--- config.mk ---
export PLATFORM = sky130hd
export DESIGN_NAME = zc_topk_tracker
export DESIGN_NICKNAME = d
export VERILOG_FILES = /design/src/rtl/zc_tracker_pkg.sv /design/src/rtl/zc_cross_detect.sv /design/src/rtl/zc_rank_table.sv /design/src/rtl/zc_rank_dump.sv /design/src/rtl/zc_topk_tracker.sv
export SDC_FILE = /design/constraint.sdc
export NUM_CORES = 1
export LEC_CHECK = 0
export BUFFER_PORTS_ARGS = -buffer_cell sky130_fd_sc_hd__buf_2
export CAP_MARGIN = 30
export CORE_ASPECT_RATIO = 1.4
export CORE_UTILIZATION = 50
export CTS_CLUSTER_DIAMETER = 60
export DETAILED_ROUTE_END_ITERATION = 10
export PLACE_DENSITY = 0.77
export SLEW_MARGIN = 0
export SYNTH_ARGS = -nofsm -noshare
export SYNTH_HDL_FRONTEND = slang
export SYNTH_SLANG_ARGS = --single-unit
--- constraint.sdc ---
create_clock -name clk -period 11.4 [get_ports clk]
set_clock_uncertainty 0.2 [all_clocks]
set_input_delay 1.14 -clock clk [delete_from_list [all_inputs] [get_ports clk]]
set_output_delay 1.14 -clock clk [all_outputs]
set_load 0.02 [all_outputs]
--- src/rtl/zc_tracker_pkg.sv ---
package zc_tracker_pkg;
    // Shared default configuration of the tracker and its parts.
    localparam int DEF_SLOTS = 7;
    localparam int DEF_SMP_W = 12;
    localparam int DEF_COL_W = 10;
endpackage

--- src/rtl/zc_cross_detect.sv ---
module zc_cross_detect
    import zc_tracker_pkg::*;
#(
    parameter int SMP_W = DEF_SMP_W,
    parameter int COL_W = DEF_COL_W,
    parameter int MAG_W = DEF_SMP_W + 1
) (
    input  logic             clk,
    input  logic             rst_n,
    input  logic             in_valid,
    input  logic [SMP_W-1:0] in_sample,
    input  logic [COL_W-1:0] in_col,
    input  logic             in_first,
    output logic             hit,
    output logic [COL_W-1:0] hit_col,
    output logic [MAG_W-1:0] hit_mag
);
    typedef struct packed {
        logic             have;
        logic [SMP_W-1:0] smp;
        logic [COL_W-1:0] col;
    } prev_t;

    prev_t prev_d, prev_q;
    logic signed [SMP_W:0] diff;

    always_comb begin
        prev_d  = prev_q;
        diff    = $signed({prev_q.smp[SMP_W-1], prev_q.smp})
                - $signed({in_sample[SMP_W-1], in_sample});
        hit     = 1'b0;
        hit_col = prev_q.col;
        hit_mag = MAG_W'(diff);
        if (in_valid) begin
            // A crossing needs a positive sample followed by a non-positive one in the same row.
            if (prev_q.have && !in_first &&
                ($signed(prev_q.smp) > 0) && ($signed(in_sample) <= 0)) begin
                hit = 1'b1;
            end
            prev_d.have = 1'b1;
            prev_d.smp  = in_sample;
            prev_d.col  = in_col;
        end
    end

    always_ff @(posedge clk or negedge rst_n) begin
        if (!rst_n) prev_q <= '0;
        else        prev_q <= prev_d;
    end
endmodule

--- src/rtl/zc_rank_table.sv ---
module zc_rank_table
    import zc_tracker_pkg::*;
#(
    parameter int SLOTS = DEF_SLOTS,
    parameter int COL_W = DEF_COL_W,
    parameter int MAG_W = DEF_SMP_W + 1
) (
    input  logic                         clk,
    input  logic                         rst_n,
    input  logic                         clear,
    input  logic                         snap,
    input  logic                         ins_en,
    input  logic [COL_W-1:0]             ins_col,
    input  logic [MAG_W-1:0]             ins_mag,
    output logic [SLOTS-1:0]             res_used,
    output logic [SLOTS-1:0][COL_W-1:0]  res_col,
    output logic [SLOTS-1:0][MAG_W-1:0]  res_mag
);
    typedef struct packed {
        logic [SLOTS-1:0]            used;
        logic [SLOTS-1:0][COL_W-1:0] col;
        logic [SLOTS-1:0][MAG_W-1:0] mag;
    } tbl_t;

    tbl_t tbl_d, tbl_q, base, res;

    always_comb begin
        int pos;
        base = clear ? '0 : tbl_q;
        // Slot 0 holds the strongest entry; empties sit at the tail.
        pos = SLOTS;
        for (int i = SLOTS - 1; i >= 0; i--) begin
            if (!base.used[i] || (ins_mag > base.mag[i])) pos = i;
        end
        res = base;
        for (int i = 1; i < SLOTS; i++) begin
            if (ins_en && (i > pos)) begin
                res.used[i] = base.used[i-1];
                res.col[i]  = base.col[i-1];
                res.mag[i]  = base.mag[i-1];
            end
        end
        for (int i = 0; i < SLOTS; i++) begin
            if (ins_en && (i == pos)) begin
                res.used[i] = 1'b1;
                res.col[i]  = ins_col;
                res.mag[i]  = ins_mag;
            end
        end
        tbl_d    = snap ? '0 : res;
        res_used = res.used;
        res_col  = res.col;
        res_mag  = res.mag;
    end

    always_ff @(posedge clk or negedge rst_n) begin
        if (!rst_n) tbl_q <= '0;
        else        tbl_q <= tbl_d;
    end
endmodule

--- src/rtl/zc_rank_dump.sv ---
module zc_rank_dump
    import zc_tracker_pkg::*;
#(
    parameter int SLOTS = DEF_SLOTS,
    parameter int COL_W = DEF_COL_W,
    parameter int MAG_W = DEF_SMP_W + 1
) (
    input  logic                         clk,
    input  logic                         rst_n,
    input  logic                         snap,
    input  logic [SLOTS-1:0]             load_used,
    input  logic [SLOTS-1:0][COL_W-1:0]  load_col,
    input  logic [SLOTS-1:0][MAG_W-1:0]  load_mag,
    output logic                         out_valid,
    output logic                         out_hit,
    output logic [COL_W-1:0]             out_col,
    output logic [MAG_W-1:0]             out_mag
);
    localparam int CNT_W = $clog2(SLOTS + 1);

    typedef struct packed {
        logic [CNT_W-1:0]            left;
        logic [SLOTS-1:0]            used;
        logic [SLOTS-1:0][COL_W-1:0] col;
        logic [SLOTS-1:0][MAG_W-1:0] mag;
    } dump_t;

    dump_t dump_d, dump_q;

    always_comb begin
        dump_d = dump_q;
        if (snap) begin
            dump_d.left = CNT_W'(SLOTS);
            dump_d.used = load_used;
            dump_d.col  = load_col;
            dump_d.mag  = load_mag;
        end else if (dump_q.left != '0) begin
            dump_d.left = dump_q.left - 1'b1;
            dump_d.used = dump_q.used >> 1;
            dump_d.col  = dump_q.col >> COL_W;
            dump_d.mag  = dump_q.mag >> MAG_W;
        end
        out_valid = (dump_q.left != '0);
        out_hit   = out_valid && dump_q.used[0];
        out_col   = out_hit ? dump_q.col[0] : '0;
        out_mag   = out_hit ? dump_q.mag[0] : '0;
    end

    always_ff @(posedge clk or negedge rst_n) begin
        if (!rst_n) dump_q <= '0;
        else        dump_q <= dump_d;
    end
endmodule

--- src/rtl/zc_topk_tracker.sv ---
module zc_topk_tracker
    import zc_tracker_pkg::*;
#(
    parameter int SLOTS = DEF_SLOTS,
    parameter int SMP_W = DEF_SMP_W,
    parameter int COL_W = DEF_COL_W
) (
    input  logic             clk,
    input  logic             rst_n,
    input  logic             in_valid,
    input  logic [SMP_W-1:0] in_sample,
    input  logic [COL_W-1:0] in_col,
    input  logic             in_row_start,
    input  logic             in_band_start,
    input  logic             in_band_end,
    output logic             out_valid,
    output logic             out_hit,
    output logic [COL_W-1:0] out_col,
    output logic [SMP_W:0]   out_mag
);
    localparam int MAG_W = SMP_W + 1;

    logic                        first_w, clear_w, snap_w;
    logic                        hit_w;
    logic [COL_W-1:0]            hit_col_w;
    logic [MAG_W-1:0]            hit_mag_w;
    logic [SLOTS-1:0]            res_used_w;
    logic [SLOTS-1:0][COL_W-1:0] res_col_w;
    logic [SLOTS-1:0][MAG_W-1:0] res_mag_w;

    assign first_w = in_row_start || in_band_start;
    assign clear_w = in_valid && in_band_start;
    assign snap_w  = in_valid && in_band_end;

    zc_cross_detect #(.SMP_W(SMP_W), .COL_W(COL_W), .MAG_W(MAG_W)) u_det (
        .clk(clk), .rst_n(rst_n), .in_valid(in_valid), .in_sample(in_sample),
        .in_col(in_col), .in_first(first_w),
        .hit(hit_w), .hit_col(hit_col_w), .hit_mag(hit_mag_w)
    );

    zc_rank_table #(.SLOTS(SLOTS), .COL_W(COL_W), .MAG_W(MAG_W)) u_tbl (
        .clk(clk), .rst_n(rst_n), .clear(clear_w), .snap(snap_w),
        .ins_en(hit_w), .ins_col(hit_col_w), .ins_mag(hit_mag_w),
        .res_used(res_used_w), .res_col(res_col_w), .res_mag(res_mag_w)
    );

    zc_rank_dump #(.SLOTS(SLOTS), .COL_W(COL_W), .MAG_W(MAG_W)) u_dump (
        .clk(clk), .rst_n(rst_n), .snap(snap_w),
        .load_used(res_used_w), .load_col(res_col_w), .load_mag(res_mag_w),
        .out_valid(out_valid), .out_hit(out_hit), .out_col(out_col), .out_mag(out_mag)
    );
endmodule

==> run summary, run 1 <==
The top cell types in the final layout, fill and taps aside, are 465 x sky130_fd_sc_hd__nand2_1, 362 x sky130_fd_sc_hd__dfrtp_1, 191 x sky130_fd_sc_hd__a21oi_1. The aggregate routed wire length is 65300 um. Sequential cells account for 39.6% of the total power. Setup total negative slack on the finished layout was measured at 0 ns. Setup slack on the critical path of the routed design comes to 3.51 ns. The time the worst path needs with I/O delays and setup is 7.89 ns. In this run the clock root is driven by a sky130_fd_sc_hd__clkbuf_16. The final setup violation count was 0; the clock insertion delay at the later pin of the skew report was 0.56 ns. The post-route antenna net violation count is 0. The share of the clock period used by the worst path came out at 69.2%.

In this design, the largest share of critical-path delay is due to simple AND/OR/NAND/NOR gates. Derived from the worst setup path, the maximum achievable clock frequency is 0.127 GHz. The detailed router placed 18300 vias in this run.

The I/O pin count was 53; the cell area after technology mapping was 20800 um^2. During placement, the flow inserted port buffers numbering 52. The path class of the tightest hold or removal check is reg2reg. Traced cell by cell, the critical path runs through buf_2 -> inv_1 -> ha_1 -> nand4_1 -> a21oi_1 -> o21ai_1 -> a21oi_1 -> or2_2 -> clkinv_1 -> ha_1 -> nand3_1 -> or3_1 -> nor3_1 -> a31o_2 -> nor3_1 -> o21ai_1 -> o2111ai_4 -> or3_4 -> or4_1 -> nand3_1 -> o221ai_1.

In this run the tightest slew margin relative to its limit is 26.3%. The part of the power in the clock network is 36.5%. The number of warning messages in the yosys log came out at 0. The logs give 2 for the H-tree depth and 0 for the max-slew violation total from the final report. The wire-length estimate of the detail-placed layout is 43600 um.

The run finished with clean final reports. The post-synthesis instance total was 2325. The transition time of the tightest slew-check pin is 1.11 ns.

The leading cell type in the layout, fill and taps excluded was sky130_fd_sc_hd__nand2_1. After the first detailed-routing iteration, the DRC count stood at 1768. The longest individual stage delay on the worst path came out at 0.97 ns. The total core area came out at 41100 um^2. The die is 174 um wide. Once the clock tree was built, the resizer swapped 0 gates to a different size. The register bit total from synthesis works out to 362.

Count of non-filler cells in the finished layout: 2855. After filler insertion, the fill cell instance count of the layout stands at 3634. The number of global-route vias before repair is 18400, and the overall overflow remaining after global route is 0.

In this run the power density over the cells is 159 nW/um^2. Of all flip-flops after synthesis, the portion carrying an async set or reset was 100%. The number of setup buffers added after CTS is 0. The tools report the number of different library cells in the post-synthesis netlist as 87.

In this run the power spent charging and discharging nets is 1190 uW. The average wire length per cell after detail routing is 22.9 um. The number of buffers and inverters on the critical path is 3. CTS saw 362 sinks. The clock buffer count from CTS was 39.

The tools report the number of standard-cell rows in the floorplan as 88. Entering global routing, the biggest net connects 233 pins. In the synthesized netlist the dominant register cell turns out to be sky130_fd_sc_hd__dfrtp_1. Before antenna repair, the detailed router went through 5 iterations. The area added between synthesis and finish was 10.0%. Routability congestion estimate from global placement: 0.936. The setup path with the least slack is of type in2reg. The first-pass GRT wire length was 102000 um. Setup repair after global routing left no endpoint under its margin. Sequential elements use 43.6% of the synthesized area. The tools report the multi-input logic area as 11000 um^2. No sink is reached through more buffers than the 3 on the longest clock path. For the worst endpoint required time, the log shows 11.59 ns. 0 antenna diodes ended up in the layout. The switching power as a share of total power is 32.8%, and the combined global-route utilization of all metal layers is 30.7%. In the routed design, unresolved DRC markers number 0.

The critical path capture point type was a register. For the count of endpoints failing hold in the final timing report, the log shows 0. The internal portion of the total power is 2440 uW. Of all nets on the critical path, the largest fanout is 20. Registers take 9060 um^2. In this run, post-CTS hold repair placed 0 buffers.

The overall die area is 42400 um^2, and the vertical die dimension is 243 um. The number of nets in the synthesized netlist is 2442. Across the run, the number of max-cap violations was 0. The logs give 2404 for the number of nets at the end of the flow and 0.0108 uW for the static leakage. The initial antenna violation count came out at 0. After clock tree synthesis, the clock-pin slew on the worst setup and hold paths is 0.07 ns. The initial utilization of the core area, before any placement, comes to 50.6%. The tools report the worst setup slack after placement as 3.04 ns. The worst-case IR drop observed on VDD is 0.132 mV. For this design, the slowest cell found on the critical path is sky130_fd_sc_hd__or4_1. The post-placement cell count was 2783; the number of synthesized flops with an enable pin was 0. In the routed layout, each cell is associated on average with a via count of 6.41. In the final layout, the share of cells above drive strength 1 is 11.0%.

TritonCTS built the clock tree. The worst setup path is launched from an input pin. The average cell area after synthesis was 8.95 um^2; the fraction of power consumed by combinational cells was 23.8%. Data on the critical path arrives at its endpoint at 8.08 ns.
-- power groups by stage --
stage | sequential [uW] | combinational (uW) | clock, uW
final | 1440 | 868 | 1330
after global routing | 1450 | 949 | 1390
after CTS | 1440 | 856 | 1340
after detailed placement | 1460 | 849 | 0
after global placement | 1460 | 831 | 0
after floorplan | 1420 | 581 | 0
-- layer usage --
layer	track usage, %	routed length [um]
met1	36.8	25100
met4	20.4	4530
met3	3.65	3690
met2	51.7	32000
met5	0	0
-- sequential cells by signal, indices dropped and copies added, names as in the netlist --
signal / cells
u_tbl.tbl_q: 168
u_dump.dump_q: 171
u_det.prev_q: 13
u_det.hit_col: 10
-- synth_stat cells (all sizes together), types with 11 or more instances --
| library cell | n | share of area, % |
|---|---|---|
| nand2 | 468 | 8.5 |
| dfrtp | 362 | 44 |
| a21oi | 192 | 4.7 |
| nor2 | 175 | 3.2 |
| and3 | 150 | 4.5 |
| clkbuf | 144 | 2.6 |
| mux2i | 133 | 6.4 |
| ha | 88 | 5.3 |
| o21ai | 74 | 1.8 |
| o22ai | 40 | 1.2 |
| nand3 | 39 | 0.94 |
| a2bb2oi | 36 | 1.5 |
| mux2 | 35 | 1.9 |
| inv | 34 | 0.61 |
| buf | 33 | 0.81 |
| nor3 | 24 | 0.66 |
| a211oi | 21 | 0.76 |
| a31oi | 20 | 0.60 |
| nor4 | 17 | 0.51 |
| o221ai | 16 | 0.97 |
| and2 | 13 | 0.39 |
| o21a | 12 | 0.43 |
| a221oi | 11 | 0.49 |
| nand4 | 11 | 0.33 |
| o211ai | 11 | 0.40 |
| o2bb2ai | 11 | 0.46 |
-- kinds of logic (layout without fill, tap and decap cells) --
family / after synthesis / after routing / synth area share (%)
AOI/OAI and AO/OA: 526 / 526 / 16.9
buffers and inverters: 212 / 202 / 4.04
xor gates and xnor gates: 17 / 17 / 0.920
adders and majority gates: 95 / 95 / 5.68
and+or+nand+nor: 945 / 945 / 20.6
DFF: 362 / 362 / 43.6
muxes: 168 / 168 / 8.30
-- stage by stage --
step	utilization (%)	instance area, um^2	total power (uW)	hold WS, ns
6_report	55.7	22900	3640	0.267
5_1_grt	55.7	22900	3790	0.295
4_1_cts	55.5	22800	3640	0.275
3_5_place_dp	52.3	21500	2310	0.259
3_3_place_gp	52.1	21400	2290	0.254
2_1_floorplan	-	20800	2000	0.237
-- worst reg2reg max path, cell delays in order (launching register included) --
cell	delay, ns
sky130_fd_sc_hd__dfrtp_1	0.43
sky130_fd_sc_hd__ha_1	0.37
sky130_fd_sc_hd__o211ai_1	0.11
sky130_fd_sc_hd__a21oi_1	0.30
sky130_fd_sc_hd__o21ai_1	0.26
sky130_fd_sc_hd__a21oi_1	0.56
sky130_fd_sc_hd__or2_2	0.25
sky130_fd_sc_hd__clkinv_1	0.36
sky130_fd_sc_hd__ha_1	0.50
sky130_fd_sc_hd__nand3_1	0.14
sky130_fd_sc_hd__or3_1	0.47
sky130_fd_sc_hd__nor3_1	0.16
sky130_fd_sc_hd__a31o_2	0.18
sky130_fd_sc_hd__nor3_1	0.05
sky130_fd_sc_hd__o21ai_1	0.43
sky130_fd_sc_hd__o2111ai_4	0.26
sky130_fd_sc_hd__or3_4	0.47
sky130_fd_sc_hd__or4_1	0.97
sky130_fd_sc_hd__nand3_1	0.75
sky130_fd_sc_hd__o221ai_1	0.20
-- path summary, 6_finish.rpt --
kind | from | to | slack (ns) | depth (start not counted)
max | in_sample[10] | u_dump.dump_q[88]$_DFFE_PN0P_ | 3.51 | 21
min | u_det.prev_q[22]$_DFFE_PN0P_ | u_det.prev_q[22]$_DFFE_PN0P_ | 0.27 | 1
max reg2reg | u_det.prev_q[14]$_DFFE_PN0P_ | u_dump.dump_q[88]$_DFFE_PN0P_ | 3.81 | 19
min reg2reg | u_det.prev_q[22]$_DFFE_PN0P_ | u_det.prev_q[22]$_DFFE_PN0P_ | 0.27 | 1
max in group asynchronous | rst_n | u_det.hit_col[7]$_DFFE_PN0P_ | 8.56 | 3
min in group asynchronous | rst_n | u_dump.dump_q[7]$_DFFE_PN0P_ | 0.32 | 1
-- cell type report --
type	count	share of cell area (%)
flip-flops and latches	362	39.6
inverters	35	0.585
clock buffers	49	4.74
multi-input cells	1751	47.9
clock inverters	20	1.09
well taps	540	2.95
repair buffers	98	3.14
Note: power is estimated with default switching activity, not from simulation.
==> inputs of run 2 (changes only) <==
==> constraint.sdc (replaced) <==
create_clock -name clk -period 7.5 [get_ports clk]
set_clock_uncertainty 0.2 [all_clocks]
set_input_delay 0.75 -clock clk [delete_from_list [all_inputs] [get_ports clk]]
set_output_delay 0.75 -clock clk [all_outputs]
set_load 0.02 [all_outputs]
==> run summary, run 2 (synthesis results as in run 1) <==
The flow ran to the end, and the final reports show no timing, DRC or antenna violations. The initial antenna violation count was 0 (unchanged). The DRC violations left was 0 (unchanged); the area added between synthesis and finish was 9.65%. The library cells used most frequently in the layout, excluding fill and tap cells, are 465 x sky130_fd_sc_hd__nand2_1, 362 x sky130_fd_sc_hd__dfrtp_1, 191 x sky130_fd_sc_hd__a21oi_1.

The number of buffers on the longest clock path is 3 (unchanged). The run gives 49.8% (-1.9 points) as the global routing usage on met2. The worst setup path is captured at a register. The combined global-route utilization of all metal layers is 30.2% (-0.53 points). The logs give 0 (unchanged) for the final setup violation count and 4.23% (+0.58 points) for the global-route track usage on met3.

The tools report the I/O pin count as 53 (unchanged). The number of standard-cell rows in the floorplan was 88 (unchanged). For the utilization after layout, the log shows 55.5% (-0.19 points).

The tools report the first-pass GRT wire length as 101000 um (-1.1%). The capture instance of the worst register-to-register path was u_dump.dump_q[86]$_DFFE_PN0P_. The signal on the critical path passes through ha_1 -> o211ai_1 -> a21oi_1 -> o21ai_1 -> a21oi_1 -> or2_2 -> clkinv_1 -> ha_1 -> nand3_1 -> or3_1 -> nor3_1 -> a31o_2 -> nor3_1 -> o21ai_1 -> o2111ai_4 -> or3_4 -> or4_1 -> nand3_1 -> o221ai_1.

The horizontal die dimension was 174 um (unchanged); the aggregate routed wire length was 64100 um (-1.7%). The average vias per placed instance came out at 6.43 (+0.25%). The tools report the met1 capacity usage during global routing as 36.0% (-0.81 points). On the critical path, the stage with the largest delay is an instance of sky130_fd_sc_hd__nand3_1.

Count of non-filler cells in the finished layout: 2859 (+0.14%). Count of buffers from port buffering: 52 (unchanged). The vertical die dimension works out to 243 um (unchanged). The tools report the total number of vias as 18400 (+0.39%).

The transition time of the tightest slew-check pin was 1.12 ns (+0.0143 ns). The post-CTS setup buffer count is 0 (unchanged). For the initial standard-cell utilization of the core, the log shows 50.6% (unchanged).

The total power density per cell area is 237 nW/um^2 (+49%). The classification of the worst setup path was reg2reg. For the largest net degree at the start of global routing, the log shows 230 (-1.3%). The busiest metal layer after global routing was met2. The routability congestion estimate from global placement was 0.947 (+1.3%); the worst slew margin relative to its limit was 25.3% (-0.95 points).

The static leakage is 0.0107 uW (-0.36%). The endpoint of the most critical setup path is u_dump.dump_q[86]$_DFFE_PN0P_. The count of endpoints failing hold in the final timing report is 0 (unchanged), and the number of nets at the end of the flow is 2414 (+0.42%). The most critical setup path has its startpoint at u_det.prev_q[14]$_DFFE_PN0P_.

The clock buffer count from CTS is 39 (unchanged). TritonCTS built the clock tree. STA classifies the critical path startpoint as a register. Ranked by flip-flop count, first place goes to u_dump.dump_q. The total core area is 41100 um^2 (unchanged). The run gives 0 (unchanged) as the post-route antenna net violation count. The logs give 0 (unchanged) for the count of hold-fix buffers inserted at cts and 42600 um (-2.2%) for the total half-perimeter wirelength after legalization and detailed placement. The worst reg2reg path depth was 19 (unchanged).

The worst endpoint required time was 7.70 ns (-3.89 ns). The logs give 1728 (-2.3%) for the count of routing violations after the opening detailed-route iteration and 362 (unchanged) for the TritonCTS sink count. The clock-pin slew of the registers on the worst-case setup and hold paths came out at 0.06 ns (about the same). The share of the clock period used by the worst path came out at 90.4%. The run gives 42400 um^2 (unchanged) as the overall die area. The run gives 18500 (+0.54%) as the number of global-route vias before repair.

The time the worst path needs with I/O delays and setup is 6.78 ns. In the final layout, the registers with the most flip-flops are u_dump.dump_q (171), u_tbl.tbl_q (168), u_det.prev_q (13). The count of max-cap constraint violations came out at 0 (unchanged). The tools report the worst flop-to-flop path startpoint as u_det.prev_q[14]$_DFFE_PN0P_. Setup repair after global routing left no endpoint under its margin. The min-delay analysis places its worst path in the category in2async.

The average wire length per cell after detail routing was 22.4 um (-1.9%). The number of instances resized during post-cts repair is 0 (unchanged), and the ratio of cells with drive above 1 in the final layout is 11.0% (-0.014 points). For the post-placement cell count, the log shows 2796 (+0.47%). The overall overflow remaining after global route was 0 (unchanged); the number of iterations in the first detailed-routing pass was 7 (+2). The maximum fanout count along the critical path is 13 (-35%). CTS placed an instance of sky130_fd_sc_hd__clkbuf_16 at the clock tree root.

The clock insertion delay at the later pin of the skew report was 0.56 ns (about the same); the register-to-register setup slack was 0.72 ns (-3.09 ns). For the top achievable clock speed, the log shows 0.147 GHz. Leaving out fill and tap cells, the most frequent cell in the layout is sky130_fd_sc_hd__nand2_1. Longest individual stage delay on the worst path: 0.61 ns (-0.36 ns).

The number of flip-flops under the largest register name came out at 171 (unchanged). The largest voltage drop on the vdd net was 0.224 mV (+70%); the H-tree depth was 2 (unchanged). The accumulated negative setup slack came out at 0 ns (unchanged). The max-slew violation total from the final report was 0 (unchanged); the critical path data arrival time was 6.99 ns (-1.09 ns).
run 2: changes by cell type in the layout (fill, tap and decap cells not counted), moves of 3 or more:
cell / change
sky130_fd_sc_hd__buf_12: +3
sky130_fd_sc_hd__buf_16: -3
sky130_fd_sc_hd__bufinv_16: -3
sky130_fd_sc_hd__clkbuf_1: +3
sky130_fd_sc_hd__clkinv_2: -7
sky130_fd_sc_hd__buf_4: +12
sky130_fd_sc_hd__clkbuf_8: -3
run 2: cell type report:
type / instances / area, um^2
fill: 3622 / 18300
multi-input combinational: 1751 / 11000
sequential: 362 / 9060
clock buffer: 49 / 1050
timing repair buffer: 108 / 761
tap: 540 / 676
clock inverter: 13 / 158
inverter: 35 / 134
antenna: 1 / 2.50
run 2: worst min path at each step:
stage	slack [ns]	end	cells past startpoint	from
2_1_floorplan	0.24	u_det.prev_q[22]$_DFFE_PN0P_	1	u_det.prev_q[22]$_DFFE_PN0P_
3_3_place_gp	0.26	u_det.prev_q[22]$_DFFE_PN0P_	1	u_det.prev_q[22]$_DFFE_PN0P_
3_5_place_dp	0.26	u_det.prev_q[22]$_DFFE_PN0P_	1	u_det.prev_q[22]$_DFFE_PN0P_
4_1_cts	0.09	u_dump.dump_q[98]$_DFFE_PN0P_	1	rst_n
5_1_grt	0.13	u_dump.dump_q[22]$_DFFE_PN0P_	1	rst_n
6_report	0.07	u_dump.dump_q[9]$_DFFE_PN0P_	1	rst_n
run 2: critical path: cells and delay by family, from the launching register on:
| kind | cells | cell delay, ns |
|---|---|---|
| and+or+nand+nor | 8 | 2.66 |
| buffers and inverters | 1 | 0.43 |
| DFF | 1 | 0.42 |
| adders and majority gates | 2 | 0.90 |
| AOI/OAI and AO/OA | 8 | 2.02 |
run 2: stage by stage:
stage | power, uW | instance area [um^2] | hold WS, ns | setup WS [ns]
after floorplan | 3050 | 20800 | 0.237 | 1.31
after detailed placement | 3520 | 21600 | 0.257 | 0.422
after global placement | 3470 | 21600 | 0.256 | 0.502
after CTS | 5400 | 22800 | 0.0925 | 0.878
final | 5400 | 22800 | 0.0666 | 0.716
after global routing | 5620 | 22800 | 0.132 | 0.464
run 2: where the power goes:
part           internal (uW)  leakage, uW  switching (uW)
combinational            471      0.00530             861
clock                   1040     0.000591             834
sequential              2080      0.00483             113
run 2: metal layers:
layer	vias to the layer above	share of wire (%)
met5	-	0
met4	0	7.5
met3	258	6.9
met2	856	48
met1	9048	38
li1	8221	-
